==> src/rtl/clk_rst_regbank.sv <==
module clk_rst_regbank #(
  parameter int AW = 12,
  parameter logic [AW-1:0] RST_LO_OFS  = 12'h040,
  parameter logic [AW-1:0] RST_HI_OFS  = 12'h050,
  parameter logic [AW-1:0] STOP_LO_OFS = 12'h080,
  parameter logic [AW-1:0] STOP_HI_OFS = 12'h090,
  parameter int CLR_STEP  = 4,
  parameter int INV_BIT   = 14,
  parameter int DIV13_BIT = 31
) (
  input  logic          clk,
  input  logic          rst_n,
  input  logic [AW-1:0] addr,
  input  logic          wr_en,
  input  logic [31:0]   wr_data,
  output logic [31:0]   rd_data,
  output logic [63:0]   periph_rst,
  output logic [63:0]   periph_clk_en,
  output logic [63:0]   periph_on,
  output logic          uart_div13_sel
);

  localparam int NW = 4;
  localparam logic [63:0] INV_MASK  = 64'd1 << INV_BIT;
  localparam logic [63:0] STOP_INIT = ~INV_MASK;
  localparam logic [AW-1:0] BASE [NW] = '{RST_LO_OFS, RST_HI_OFS, STOP_LO_OFS, STOP_HI_OFS};
  localparam logic [31:0]   INIT [NW] = '{32'hFFFF_FFFF, 32'hFFFF_FFFF,
                                          STOP_INIT[31:0], STOP_INIT[63:32]};

  logic [31:0] word_q [NW];
  logic [NW-1:0] rd_hit;

  for (genvar k = 0; k < NW; k++) begin : g_word
    localparam logic [AW-1:0] CLR_OFS = BASE[k] + AW'(CLR_STEP);
    logic hit_set, hit_clr;
    assign hit_set   = wr_en && (addr == BASE[k]);
    assign hit_clr   = wr_en && (addr == CLR_OFS);
    assign rd_hit[k] = (addr == BASE[k]) || (addr == CLR_OFS);

    always_ff @(posedge clk) begin
      if (!rst_n)       word_q[k] <= INIT[k];
      else if (hit_set) word_q[k] <= word_q[k] | wr_data;
      else if (hit_clr) word_q[k] <= word_q[k] & ~wr_data;
    end
  end

  always_comb begin
    rd_data = '0;
    for (int k = 0; k < NW; k++)
      if (rd_hit[k]) rd_data = rd_data | word_q[k];
  end

  logic [63:0] stop_vec;
  assign stop_vec       = {word_q[3], word_q[2]};
  assign periph_rst     = {word_q[1], word_q[0]};
  assign periph_clk_en  = ~stop_vec ^ INV_MASK;
  assign periph_on      = periph_clk_en & ~periph_rst;
  assign uart_div13_sel = stop_vec[DIV13_BIT];

endmodule

==> config.mk <==
export PLATFORM = sky130hd
export DESIGN_NAME = clk_rst_regbank
export DESIGN_NICKNAME = d
export VERILOG_FILES = /design/src/rtl/clk_rst_regbank.sv
export SDC_FILE = /design/constraint.sdc
export NUM_CORES = 1
export LEC_CHECK = 0
export BUFFER_PORTS_ARGS = -buffer_cell sky130_fd_sc_hd__buf_4
export CAP_MARGIN = 25
export CORE_MARGIN = 10
export CORE_UTILIZATION = 45
export CTS_BUF_LIST = sky130_fd_sc_hd__clkbuf_16
export DETAILED_ROUTE_END_ITERATION = 10
export PLACE_DENSITY = 0.77
export SYNTH_ARGS = -nofsm -noshare
export SYNTH_HDL_FRONTEND = slang
export SYNTH_SLANG_ARGS = --single-unit
==> constraint.sdc <==
create_clock -name clk -period 4.42 [get_ports clk]
set_input_delay 0 -clock clk [delete_from_list [all_inputs] [get_ports clk]]
set_output_delay 0 -clock clk [all_outputs]
set_load 0.01 [all_outputs]
==> results.md <==
- RD Place Congestion: around 0.8
- Slew Viols, Final: 0
- Crit path buf inv count: 2
- Die ar.: 21530 um^2
- First-pass GRT wire length: between 30000 and 40000 um
- Nets: 1102
- CTS root buf: clkbuf_16
- Die Y: about 150 um
- Overall Global Routing Usage: between 20% and 30%
- Max cap viols: 0
- Biggest register: word_q
- Wire per inst: between 15 and 20 um
- Leading post-synthesis cells by cell area: edfxtp_1, mux2_2, o21ai_0
- Chip width: 146.7 um
- Routed Antenna Nets: 0
- Bufs on Longest Clock Path: 2
- Synthesis Warnings: 0
- Minimum clock period after layout: ~2.2 ns
- Status: finished clean
- Final Cycle Share: roughly half
- Setup_tns: 0 ns
- Top cell type's share of synthesized area: 53.19%
- CP max-delay cell: nor4_4
- P per Cell Area: 271.4 nW/um^2
- Cells along the critical path: buf_4 -> or4_4 -> nor4_4 -> buf_4 -> nand2_1
- Post-detail-place hpwl: 17060 um
- Top Registers: word_q (128)
- Core outline area: approximately 16000 um^2
- Slew margin rel.: between 30% and 40%
- Clk pin slew, worst setup/hold paths: ~0.060 ns
- Min-delay worst type: in -> reg
- Fraction of layout cells with a size suffix above 1: a little over a third
- Setup ws final: ~2.2 ns
- Cell mode on critical path: buf_4
- Mapped Cells: roughly 770
- Row Count: 46
- Initial Util: between 40% and 50%
- First DRT Iteration DRCs: approximately 570
- # diodes: 0
- Final setup skew: 0 ns
- Vias per cell: 5.364
- Synth unique cells: 24
- Post-synthesis sequential area ratio: about 53%
- Vias: between 6000 and 7000
- Fin Hold WS: around 0.22 ns
- Htree depth: 4
- Largest fanout on the critical path: 38
- DR DRC count: 0
- Pre-antenna DRT Iters: 6
- Kind of critical path: in -> reg
- Worst slack, placed: 1.788 ns
- Syn avg cell area: 9.435 um^2
- CP Launch Type: primary input
- Commonest cells after routing, fill and taps aside: buf_4, nand2_1, edfxtp_1, o21ai_0
- Clock sink count: between 100 and 150
- F_max: 456.9 MHz
- # IOs: 272
- Initial antenna violation count: 0
- Slew @ Worst Pin: around 0.95 ns
- Largest register FFs: approximately 130
- Final WL: between 20000 and 25000 um
- Cell area after synthesis: roughly 7200 um^2
- Biggest cell delay along the critical path: roughly 0.92 ns
- Number of global-route vias before repair: roughly 7000
- Total Power: roughly 2.8 mW
- Worst Path Arrival: 2.33 ns
- Setup violators final: 0
- Required time of the critical path: roughly 4.6 ns
- Synth Register Bits: around 130
- Endpoints failing hold: 0
- Largest net degree at the start of global routing: just under 70
- Total grt overflow: 0
- CP Capture Type: flip-flop
- Top delay family on crit path: simple AND/OR/NAND/NOR gates
- Number of port buffers: roughly 270
- Largest area contributor in the synthesized netlist: edfxtp_1
- Area Growth Syn to Fin: 42.80%
- CTS tree: built
- Setup repair after global routing missed its margin: no
- Syn_nets: roughly 800
- Leading cell type in the layout, fill and taps excluded: buf_4
- Clock Latency Late Sink: 0.40 ns
- Leak: 3.937 nW
- VDD IR max: around 260 uV
- Num CTS Buffers: 17
[metrics by stage]
step                utilization [%]  area (um^2)  std cells
floorplan                         -         7234        766
global placement              59.41         9403       1217
detailed placement            59.58         9430       1218
CTS                           65.03        10290       1283
global route                  65.20        10320       1284
finish                        65.20        10320       1284
[worst min-delay path: stages]
cell and delay (ns):
buf_4 0.09, or4_4 0.21, nor4_4 0.14, nand2_1 0.07
[cell usage after synthesis]
cell	count
o21ai_0	124
edfxtp_1	128
buf_2	7
nand2_1	157
o211ai_1	2
nor2b_1	3
or4_4	2
clkbuf_1	15
buf_6	10
nand3b_1	1
o41ai_1	1
buf_4	1
mux2_2	64
nand2b_1	7
o31ai_1	1
inv_1	64
nor4_4	4
a21oi_1	32
nor2_1	63
or2_2	1
nor4_1	1
o211a_1	1
buf_1	10
nand3_1	67
[per-layer routing]
layer / wire, um / share of wire, % / GRT usage (%)
met1: 10030 / 41 / 26.52
met4: 278 / 1.1 / 5.856
met2: 12130 / 49 / 36.91
met5: 0 / 0 / 0
met3: 2214 / 9.0 / 6.419
[where the power goes]
group | switching (mW) | internal, mW | leakage [nW]
Combinational | 0.134 | 0.0851 | 2.81
Sequential | 0.000982 | 1.33 | 0.872
Clock | 0.493 | 0.756 | 0.259
Total | 0.628 | 2.17 | 3.94
[timing repair]
| action | CTS | global route |
|---|---|---|
| resized for setup | 0 | 0 |
| buffers inserted | 0 | 0 |
| hold buffers | 33 | 0 |
| endpoints found under the hold margin | 133 | 0 |
[cells by family after synthesis]
| family | share of synthesized area, % |
|---|---|
| compound gates | 11.37 |
| simple gates | 18.70 |
| mux | 9.972 |
| flops | 53.19 |
| buf+inv | 6.769 |
[worst paths after layout]
path	from	cells after the start	slack (ns)	endpoint
hold / removal	addr[5]	4	0.22	word_q[1][40]
setup / recovery	addr[9]	5	2.23	word_q[0][21]
setup reg to reg	word_q[1][61]	2	3.31	word_q[1][61]
hold reg to reg	word_q[1][2]	2	0.65	word_q[1][2]
[layout make-up]
type	instances	area, um^2
flip-flops and latches	128	3844
inverters	64	240.2
clock buffers	17	425.4
fillers	1267	5508
multi-input cells	531	2962
well taps	216	270.3
clock inverters	15	106.4
repair buffers	313	2472
(Power assumes the default switching activity.)
